### src/rtl/ctrlreg_pkg.sv
// Package: index map, per-index access attributes and reset values of
// the control register file. Assumes a 6-bit index space.
package ctrlreg_pkg;

    localparam int DATA_W    = 64;
    localparam int IDX_W     = 6;
    localparam int NIDX      = 1 << IDX_W;
    localparam int SCRATCH_N = 8;
    localparam int ID_SLOT   = 7;
    localparam int CNT_W     = DATA_W / 2;

    localparam logic [IDX_W-1:0] IX_BASE     = 6'd8;
    localparam logic [IDX_W-1:0] IX_MISC     = 6'd9;
    localparam logic [IDX_W-1:0] IX_LEVEL    = 6'd10;
    localparam logic [IDX_W-1:0] IX_TRAP_REQ = 6'd11;
    localparam logic [IDX_W-1:0] IX_TRAP_EN  = 6'd12;
    localparam logic [IDX_W-1:0] IX_IMODE    = 6'd13;
    localparam logic [IDX_W-1:0] IX_DMODE    = 6'd14;
    localparam logic [IDX_W-1:0] IX_RET      = 6'd15;
    localparam logic [IDX_W-1:0] IX_ERR_SUM  = 6'd16;
    localparam logic [IDX_W-1:0] IX_ERR_MASK = 6'd17;
    localparam logic [IDX_W-1:0] IX_CMODE_D  = 6'd18;
    localparam logic [IDX_W-1:0] IX_CMODE_M  = 6'd19;
    localparam logic [IDX_W-1:0] IX_ASPACE   = 6'd20;
    localparam logic [IDX_W-1:0] IX_PTB_I    = 6'd21;
    localparam logic [IDX_W-1:0] IX_PTB_D    = 6'd22;
    localparam logic [IDX_W-1:0] IX_CYCLES   = 6'd23;
    localparam logic [IDX_W-1:0] IX_DPTE     = 6'd24;
    localparam logic [IDX_W-1:0] IX_INTR_ID  = 6'd32;
    localparam logic [IDX_W-1:0] IX_MEM_STAT = 6'd33;
    localparam logic [IDX_W-1:0] IX_INV_IA   = 6'd40;
    localparam logic [IDX_W-1:0] IX_INV_DA   = 6'd41;
    localparam logic [IDX_W-1:0] IX_INV_I1   = 6'd42;
    localparam logic [IDX_W-1:0] IX_INV_D1   = 6'd43;
    localparam logic [IDX_W-1:0] IX_DTAG     = 6'd44;

    localparam logic [DATA_W-1:0] M_ALL   = '1;
    localparam logic [DATA_W-1:0] M_NONE  = '0;
    localparam logic [DATA_W-1:0] M_LEVEL = 64'h1f;
    localparam logic [DATA_W-1:0] M_TRAP  = 64'hf;
    localparam logic [DATA_W-1:0] M_MODE  = 64'h18;
    localparam logic [DATA_W-1:0] M_CMODE = 64'h3f;
    localparam logic [DATA_W-1:0] M_ASP   = 64'h7f0;
    localparam logic [DATA_W-1:0] M_PTB   = 64'hffff_ffff_c000_0000;
    localparam logic [DATA_W-1:0] M_RET   = ~64'h2;
    localparam logic [DATA_W-1:0] MISC_RST = 64'h6;

    typedef enum logic [2:0] {
        OP_NONE, OP_INV_IA, OP_INV_DA, OP_INV_I1, OP_INV_D1, OP_INS_D
    } op_e;

    typedef struct packed {
        logic              known;
        logic              rd_ok;
        logic              wr_ok;
        logic              merge_cnt;
        op_e               op;
        logic [DATA_W-1:0] mask;
    } attr_t;

    // Build one attribute record.
    function automatic attr_t mk(input logic rd, input logic wr,
                                 input logic [DATA_W-1:0] m,
                                 input op_e o, input logic mc);
        attr_t a;
        a.known     = 1'b1;
        a.rd_ok     = rd;
        a.wr_ok     = wr;
        a.merge_cnt = mc;
        a.op        = o;
        a.mask      = m;
        return a;
    endfunction

    // Attribute decode for every index; unknown indices get known=0.
    function automatic attr_t attr_of(input logic [IDX_W-1:0] i);
        attr_t a;
        a.known = 1'b0; a.rd_ok = 1'b0; a.wr_ok = 1'b0;
        a.merge_cnt = 1'b0; a.op = OP_NONE; a.mask = M_NONE;
        if (int'(i) < SCRATCH_N) a = mk(1'b1, 1'b1, M_ALL, OP_NONE, 1'b0);
        case (i)
            IX_BASE, IX_MISC, IX_DPTE:
                a = mk(1'b1, 1'b1, M_ALL, OP_NONE, 1'b0);
            IX_LEVEL:               a = mk(1'b1, 1'b1, M_LEVEL, OP_NONE, 1'b0);
            IX_TRAP_REQ, IX_TRAP_EN: a = mk(1'b1, 1'b1, M_TRAP, OP_NONE, 1'b0);
            IX_IMODE, IX_DMODE:     a = mk(1'b1, 1'b1, M_MODE, OP_NONE, 1'b0);
            IX_RET:                 a = mk(1'b1, 1'b1, M_RET, OP_NONE, 1'b0);
            IX_ERR_SUM, IX_ERR_MASK: a = mk(1'b1, 1'b1, M_NONE, OP_NONE, 1'b0);
            IX_CMODE_D, IX_CMODE_M: a = mk(1'b1, 1'b1, M_CMODE, OP_NONE, 1'b0);
            IX_ASPACE:              a = mk(1'b1, 1'b1, M_ASP, OP_NONE, 1'b0);
            IX_PTB_I, IX_PTB_D:     a = mk(1'b1, 1'b1, M_PTB, OP_NONE, 1'b0);
            IX_CYCLES:              a = mk(1'b1, 1'b1, M_ALL, OP_NONE, 1'b1);
            IX_INTR_ID, IX_MEM_STAT: a = mk(1'b1, 1'b0, M_NONE, OP_NONE, 1'b0);
            IX_INV_IA:              a = mk(1'b0, 1'b1, M_NONE, OP_INV_IA, 1'b0);
            IX_INV_DA:              a = mk(1'b0, 1'b1, M_NONE, OP_INV_DA, 1'b0);
            IX_INV_I1:              a = mk(1'b0, 1'b1, M_ALL, OP_INV_I1, 1'b0);
            IX_INV_D1:              a = mk(1'b0, 1'b1, M_ALL, OP_INV_D1, 1'b0);
            IX_DTAG:                a = mk(1'b0, 1'b1, M_ALL, OP_INS_D, 1'b0);
            default: ;
        endcase
        return a;
    endfunction

    // Field accessors so users only decode what they need.
    function automatic logic can_read(input logic [IDX_W-1:0] i);
        attr_t a;
        a = attr_of(i);
        return a.rd_ok;
    endfunction

    function automatic logic can_write(input logic [IDX_W-1:0] i);
        attr_t a;
        a = attr_of(i);
        return a.wr_ok;
    endfunction

    function automatic logic merges_cnt(input logic [IDX_W-1:0] i);
        attr_t a;
        a = attr_of(i);
        return a.merge_cnt;
    endfunction

    function automatic op_e op_of(input logic [IDX_W-1:0] i);
        attr_t a;
        a = attr_of(i);
        return a.op;
    endfunction

    // Reset value per index.
    function automatic logic [DATA_W-1:0] reset_of(input logic [IDX_W-1:0] i,
                                                   input logic [DATA_W-1:0] id);
        if (i == IX_MISC)           return MISC_RST;
        if (int'(i) == ID_SLOT)     return id;
        return '0;
    endfunction

endpackage

### src/rtl/ctrlreg_cycle.sv
// Free-running cycle counter feeding the low half of the cycle register.
// Assumes wrap-around at 2**CNT_W is acceptable.
module ctrlreg_cycle
    import ctrlreg_pkg::*;
(
    input  logic             clk,
    input  logic             rst_n,
    output logic [CNT_W-1:0] cnt
);

    // Count every edge after reset.
    always_ff @(posedge clk) begin
        if (!rst_n) cnt <= '0;
        else        cnt <= cnt + 1'b1;
    end

    // the counter advances by exactly one per edge
    p_count_step_r8: assert property (@(posedge clk) disable iff (!rst_n)
        $past(rst_n) |-> cnt == $past(cnt) + 1'b1);

endmodule

### src/rtl/ctrlreg_store.sv
// Register storage: one flop row per writable index, with the index's
// write mask applied on every write. Read-only and unknown indices are
// constants. Assumes at most one write per cycle.
module ctrlreg_store
    import ctrlreg_pkg::*;
#(
    parameter logic [DATA_W-1:0] CPU_ID = '0
)(
    input  logic              clk,
    input  logic              rst_n,
    input  logic              wr_en,
    input  logic [IDX_W-1:0]  wr_idx,
    input  logic [DATA_W-1:0] wr_data,
    output logic [DATA_W-1:0] q [NIDX]
);

    for (genvar g = 0; g < NIDX; g++) begin : g_slot
        localparam attr_t             A   = attr_of(IDX_W'(g));
        localparam logic [DATA_W-1:0] RST = reset_of(IDX_W'(g), CPU_ID);
        if (A.known && A.wr_ok) begin : g_flop
            logic hit;
            assign hit = wr_en && (wr_idx == IDX_W'(g));
            // Masked capture of the written data.
            always_ff @(posedge clk) begin
                if (!rst_n)   q[g] <= RST;
                else if (hit) q[g] <= wr_data & A.mask;
            end
            // masked-out bits never become set (R3, R4 follow from the mask)
            p_mask_hold_r2: assert property (@(posedge clk) disable iff (!rst_n)
                hit |=> (q[g] & ~A.mask) == '0);
        end else begin : g_const
            assign q[g] = RST;
        end
    end

endmodule

### src/rtl/ctrlreg_ops.sv
// Command pulse generator: turns accepted writes to invalidate and tag
// indices into one-cycle pulses with address and entry payload.
module ctrlreg_ops
    import ctrlreg_pkg::*;
(
    input  logic              clk,
    input  logic              rst_n,
    input  logic              go,
    input  op_e               op,
    input  logic [DATA_W-1:0] data,
    input  logic [DATA_W-1:0] pte_now,
    output logic              inv_i_all,
    output logic              inv_d_all,
    output logic              inv_i_one,
    output logic              inv_d_one,
    output logic              ins_d,
    output logic [DATA_W-1:0] op_addr,
    output logic [DATA_W-1:0] op_pte
);

    logic active;
    assign active = go && (op != OP_NONE);

    // Register pulses for one cycle; payload is held between commands.
    always_ff @(posedge clk) begin
        if (!rst_n) begin
            inv_i_all <= 1'b0; inv_d_all <= 1'b0;
            inv_i_one <= 1'b0; inv_d_one <= 1'b0;
            ins_d     <= 1'b0;
            op_addr   <= '0;   op_pte    <= '0;
        end else begin
            inv_i_all <= active && (op == OP_INV_IA);
            inv_d_all <= active && (op == OP_INV_DA);
            inv_i_one <= active && (op == OP_INV_I1);
            inv_d_one <= active && (op == OP_INV_D1);
            ins_d     <= active && (op == OP_INS_D);
            if (active) begin
                op_addr <= data;
                op_pte  <= pte_now;
            end
        end
    end

    // never two commands at once
    p_pulse_onehot_r9: assert property (@(posedge clk) disable iff (!rst_n)
        $onehot0({inv_i_all, inv_d_all, inv_i_one, inv_d_one, ins_d}));

    // payload only moves with a command
    p_addr_hold_r10: assert property (@(posedge clk) disable iff (!rst_n)
        !active |=> $stable(op_addr));

endmodule

### src/rtl/ctrlreg_file.sv
// Top: control register file with a registered read port, a write port
// with per-index rules and fault flags, a cycle-merged register and
// translation-buffer command pulses. Reads see state before a same-cycle write.
module ctrlreg_file
    import ctrlreg_pkg::*;
#(
    parameter logic [63:0] CPU_ID = 64'h0
)(
    input  logic        clk,
    input  logic        rst_n,
    input  logic        rd_en,
    input  logic [5:0]  rd_idx,
    output logic [63:0] rd_data,
    output logic        rd_fault,
    input  logic        wr_en,
    input  logic [5:0]  wr_idx,
    input  logic [63:0] wr_data,
    output logic        wr_fault,
    output logic        inv_i_all,
    output logic        inv_d_all,
    output logic        inv_i_one,
    output logic        inv_d_one,
    output logic        ins_d,
    output logic [63:0] op_addr,
    output logic [63:0] op_pte
);

    logic [DATA_W-1:0] q [NIDX];
    logic [CNT_W-1:0]  cnt;
    logic              wr_ok, rd_ok, rd_merge, wr_go;
    op_e               wr_op;
    logic [DATA_W-1:0] rd_word;

    // Decode the rules of both requested indices.
    always_comb begin
        wr_ok    = can_write(wr_idx);
        wr_op    = op_of(wr_idx);
        rd_ok    = can_read(rd_idx);
        rd_merge = merges_cnt(rd_idx);
        wr_go    = wr_en && wr_ok;
    end

    ctrlreg_store #(.CPU_ID(CPU_ID)) i_store (
        .clk     (clk),
        .rst_n   (rst_n),
        .wr_en   (wr_go),
        .wr_idx  (wr_idx),
        .wr_data (wr_data),
        .q       (q)
    );

    ctrlreg_cycle i_cycle (
        .clk   (clk),
        .rst_n (rst_n),
        .cnt   (cnt)
    );

    ctrlreg_ops i_ops (
        .clk       (clk),
        .rst_n     (rst_n),
        .go        (wr_go),
        .op        (wr_op),
        .data      (wr_data),
        .pte_now   (q[IX_DPTE]),
        .inv_i_all (inv_i_all),
        .inv_d_all (inv_d_all),
        .inv_i_one (inv_i_one),
        .inv_d_one (inv_d_one),
        .ins_d     (ins_d),
        .op_addr   (op_addr),
        .op_pte    (op_pte)
    );

    // Select the read word, merging the live count where required.
    always_comb begin
        if (!rd_ok)        rd_word = '0;
        else if (rd_merge) rd_word = {q[rd_idx][DATA_W-1:CNT_W], cnt};
        else               rd_word = q[rd_idx];
    end

    // Register read result and fault; hold between reads.
    always_ff @(posedge clk) begin
        if (!rst_n) begin
            rd_data  <= '0;
            rd_fault <= 1'b0;
        end else if (rd_en) begin
            rd_data  <= rd_word;
            rd_fault <= !rd_ok;
        end
    end

    // Registered write-refusal flag, one cycle per refused write.
    always_ff @(posedge clk) begin
        if (!rst_n) wr_fault <= 1'b0;
        else        wr_fault <= wr_en && !wr_ok;
    end

    // a refused read returns zero data
    p_rd_fault_zero_r6: assert property (@(posedge clk) disable iff (!rst_n)
        rd_fault |-> rd_data == '0);

    // a refused write starts no command
    p_wr_fault_quiet_r7: assert property (@(posedge clk) disable iff (!rst_n)
        wr_fault |-> !(inv_i_all || inv_d_all || inv_i_one || inv_d_one || ins_d));

    // read outputs move only after a read request
    p_rd_hold_r12: assert property (@(posedge clk) disable iff (!rst_n)
        $past(rst_n) && !$past(rd_en) |-> $stable(rd_data) && $stable(rd_fault));

endmodule

### config.mk
export PLATFORM = sky130hd
export DESIGN_NAME = ctrlreg_file
export DESIGN_NICKNAME = d
export VERILOG_FILES = /design/src/rtl/ctrlreg_pkg.sv /design/src/rtl/ctrlreg_cycle.sv /design/src/rtl/ctrlreg_store.sv /design/src/rtl/ctrlreg_ops.sv /design/src/rtl/ctrlreg_file.sv
export SDC_FILE = /design/constraint.sdc
export NUM_CORES = 2
export LEC_CHECK = 0
export BUFFER_PORTS_ARGS = -buffer_cell sky130_fd_sc_hd__buf_2
export CORE_MARGIN = 2
export CORE_UTILIZATION = 35
export CTS_CLUSTER_SIZE = 30
export DETAILED_ROUTE_END_ITERATION = 8
export GPL_TIMING_DRIVEN = 0
export PLACE_DENSITY = 0.46
export SLEW_MARGIN = 15
export SYNTH_ARGS = -nofsm -noshare
export SYNTH_HDL_FRONTEND = slang
export SYNTH_SLANG_ARGS = --single-unit
export TNS_END_PERCENT = 20
### constraint.sdc
create_clock -name clk -period 2.4 [get_ports clk]
set_clock_uncertainty 0.15 [all_clocks]
set_input_delay 0.36 -clock clk [delete_from_list [all_inputs] [get_ports clk]]
set_output_delay 0.36 -clock clk [all_outputs]
set_load 0.02 [all_outputs]
==> flow_summary.toml <==
[timing]
slew_viol_final = 0
timing.fmax_mhz = 378.2
setup_violations = 61
min_period_ns = 2.644
rsz0062_at_grt = "yes"
relSlewSlack_pct = 20.53
worst_pin_slew_ns = 1.183
setup_slack_ns = -0.2441
timing.final.crit_share_pct = 110.2
hold_violations = 0

[yosys]
synth_area_leaders = "dfxtp_1, nand2_1, a21oi_1, mux4_2, clkbuf_1"
synth_largest_area_cell = "dfxtp_1"
synth_area_per_cell_um2 = 7.949
synth-main-ff-cell = "dfxtp_1"
yosys.cell_types.count = 79
synthArstFlopShare_pct = 0
synth_cells = 6961
syn-num-nets = 7042
netlist.area_leader.share_pct = 47.87
ys_seq_area_share_pct = 47.87
ys_seq_elements = 1323
synth_warnings = 0
synth_edf_count = 0
synth_area_um2 = 55330

[setup_path]
critPathKind = "in -> reg"
path_max_fanout = 10
cp.required_ns = 2.99
start_kind = "input port"
cp-end-kind = "flop"
worst_ep_arrival_time_ns = 3.23

[die]
start_util_pct = 35.34
num_rows = 145
core_um2 = 156600
io_pins = 279
die_w_um = 401.6
chipHeight_um = 401.6
die_area_um2 = 161300

[clock_tree]
cts_buffers = 152
clockBufferDepth = 3
cts_tree = "built"
htree_num_levels = 4
clkSinkCount = 1323
clk_pin_slew_ns = 0.06
worstSkewPairLatency_ns = 0.80
cts-root-buf = "clkbuf_16"

[power_and_ir_drop]
ir_worst_vdd_mv = 0.7671
power_density_nw_per_um2 = 752.9
p_total_w = 0.04887
p_clk_share_pct = 47.8
power_frac_comb_pct = 6.8
p_int_w = 0.03647
p_sw_w = 0.01240
p_seq_share_pct = 45.4
p_sw_share_pct = 25.37
leakagePower_nw = 22.01

[status]
violations = "negative setup slack"
outcome = "finished with violations"

[global_routing]
grt_max_degree = 17
gr-max-usage-layer = "met2"
grtUsageMet1_pct = 42.69
track_usage_pct = 29.29
grt_pass1_vias = 47260
met3_usage_pct = 5.525
antenna_found_initial = 17
use_met2_pct = 43.32
overflow = 0
grt_pass1_wl_mm = 344.9

[job]
maxCapViolCount = 0

[route]
drc_errors = 0
drt_iter0_drc = 5344
route.vias.total = 51900
via_per_inst = 5.424
drt_pass1_iterations = 6
drtAntennaViolNets = 0
drt-wirelength-per-cell_um = 25.63
drt_wl_total_mm = 245.3

[place]
hpwl_mm = 189.2
port_buffers = 213
pre_cts_ws_ns = -1.838
routabilityCongestion = 0.9348

[layout]
nets = 7484
regArea_um2 = 26490
layout-drive-gt1-share_pct = 11.81
multi_input_area_um2 = 26040
nFillCells = 16330
area_growth_pct = 17.30

[hold_path]
min_path_type = "in -> reg"
## stage by stage
stage	instances	cell area (um2)	utilization, %	hold slack [ns]	setup TNS (ns)
global route	9565	64900	41.45	0.05779	-1.492
CTS	9560	64810	41.40	0.01652	-0.07864
detailed placement	9236	59080	37.73	0.2953	-836.63
global placement	9232	58970	37.67	0.2879	-970.51
floorplan	6961	55330	-	0.2816	0
finish	9569	64910	41.46	0.06361	-3.334
## layout by cell type (no fill, tap or decap), types with 24 or more instances in the layout
| cell | count |
|---|---|
| o22ai_1 | 39 |
| nand3_1 | 94 |
| clkbuf_1 | 506 |
| mux2i_1 | 150 |
| clkbuf_8 | 42 |
| mux2_2 | 70 |
| clkbuf_16 | 154 |
| nor2_1 | 126 |
| buf_4 | 41 |
| xor2_1 | 24 |
| nor3_1 | 26 |
| nand2_1 | 2485 |
| dfxtp_1 | 1321 |
| dlygate4sd3_1 | 67 |
| o21ai_0 | 76 |
| a211oi_1 | 27 |
| buf_2 | 329 |
| a221oi_1 | 45 |
| clkbuf_2 | 25 |
| mux4_2 | 112 |
| a22oi_1 | 43 |
| a21oi_1 | 1374 |
| a22o_1 | 35 |
## routing by layer
| metal | wire (um) | vias up |
|---|---|---|
| met4 | 7926 | 6 |
| met1 | 113500 | 25250 |
| met5 | 46 | - |
| li1 | - | 24260 |
| met2 | 103900 | 2021 |
| met3 | 19880 | 359 |
## power groups by stage
stage | registers (W) | logic, W | clock network [W]
after global routing | 0.0222 | 0.00343 | 0.0245
after floorplan | 0.0227 | 0.00157 | 0
after CTS | 0.0222 | 0.00324 | 0.0236
after detailed placement | 0.0227 | 0.00311 | 0
final | 0.0222 | 0.00332 | 0.0233
after global placement | 0.0227 | 0.00310 | 0
## what timing repair did
action / 4_1_cts / 5_1_grt
setup endpoints to repair: 197 / 255
pin swaps: 2 / 6
buffers inserted: 1 / 5
gates resized for setup: 48 / 36
hold endpoints to repair: 450 / 0
hold buffers: 67 / 0
## critical path, stage by stage
cell and delay [ns]:
buf_2 0.20, nor3_2 0.53, o211ai_1 0.51, or2_0 0.36, buf_2 0.21, buf_2 0.23, nor3_1 0.61, a22o_1 0.21
## Yosys cell counts, types with 4 or more instances
cell type  number
nand2_1      2489
nor2b_1         9
nor3_2          5
nor3b_1         5
mux4_2        112
nor2_1        127
buf_1          10
dfxtp_1      1323
or2_2           4
a221oi_1       51
or4_1           4
o2bb2ai_1       4
nand3_1        96
and3_1         10
o22ai_1        39
xnor2_1         4
inv_1           4
o21ai_1        16
mux2_2         70
o211ai_1        7
a31oi_1         8
and4_1          5
a32o_1          6
buf_2         121
a22o_1         35
mux2i_1       152
nor4_4          4
a22oi_1        43
a211oi_1       28
or3_1          10
clkbuf_1      509
buf_6           9
nor3_1         29
and2_1         12
a21oi_1      1375
xor2_1         24
nand4_1        13
nand2b_1       10
buf_4          40
o21ai_0        79
## sequential cells by signal, indices dropped and copies added, names as in the netlist, 32 cells and up
signal,count
rd_data,64
i_ops.op_pte,64
i_store.q,1092
i_ops.op_addr,64
i_cycle.cnt,32
## final timing paths
| kind | start | to | slack [ns] | depth (start not counted) |
|---|---|---|---|---|
| worst max-delay path | rd_idx[2] | rd_data[39] | -0.24 | 8 |
| worst min-delay path | wr_data[32] | i_store.q[3104] | 0.06 | 3 |
| worst max register to register | i_cycle.cnt[9] | i_cycle.cnt[31] | 0.19 | 5 |
| worst min register to register | i_ops.op_pte[46] | i_ops.op_pte[46] | 0.30 | 2 |
## kinds of logic (layout without fill, tap and decap cells)
logic type	after synthesis	count (layout)	synth area share, %
AO/OA/AOI/OAI	1723	1723	16.94
other	0	6	0
flip-flops	1323	1323	47.87
buffers and inverters	695	1239	5.382
AND/OR/NAND/NOR	2857	2857	20.61
multiplexers	334	334	8.733
XOR/XNOR	28	28	0.4432
adder cells (fa/ha/maj)	1	1	0.02261
## layout make-up
class	count	share of cell area, %
plain buffers	687	4.667
multi-input cells	4943	40.12
repair buffers	290	2.859
well taps	2058	3.967
inverters	6	0.03470
flip-flops and latches	1323	40.81
clock buffers	222	6.978
diodes	6	0.02313
clock inverters	34	0.5397
Note: power is estimated with default switching activity, not from simulation.
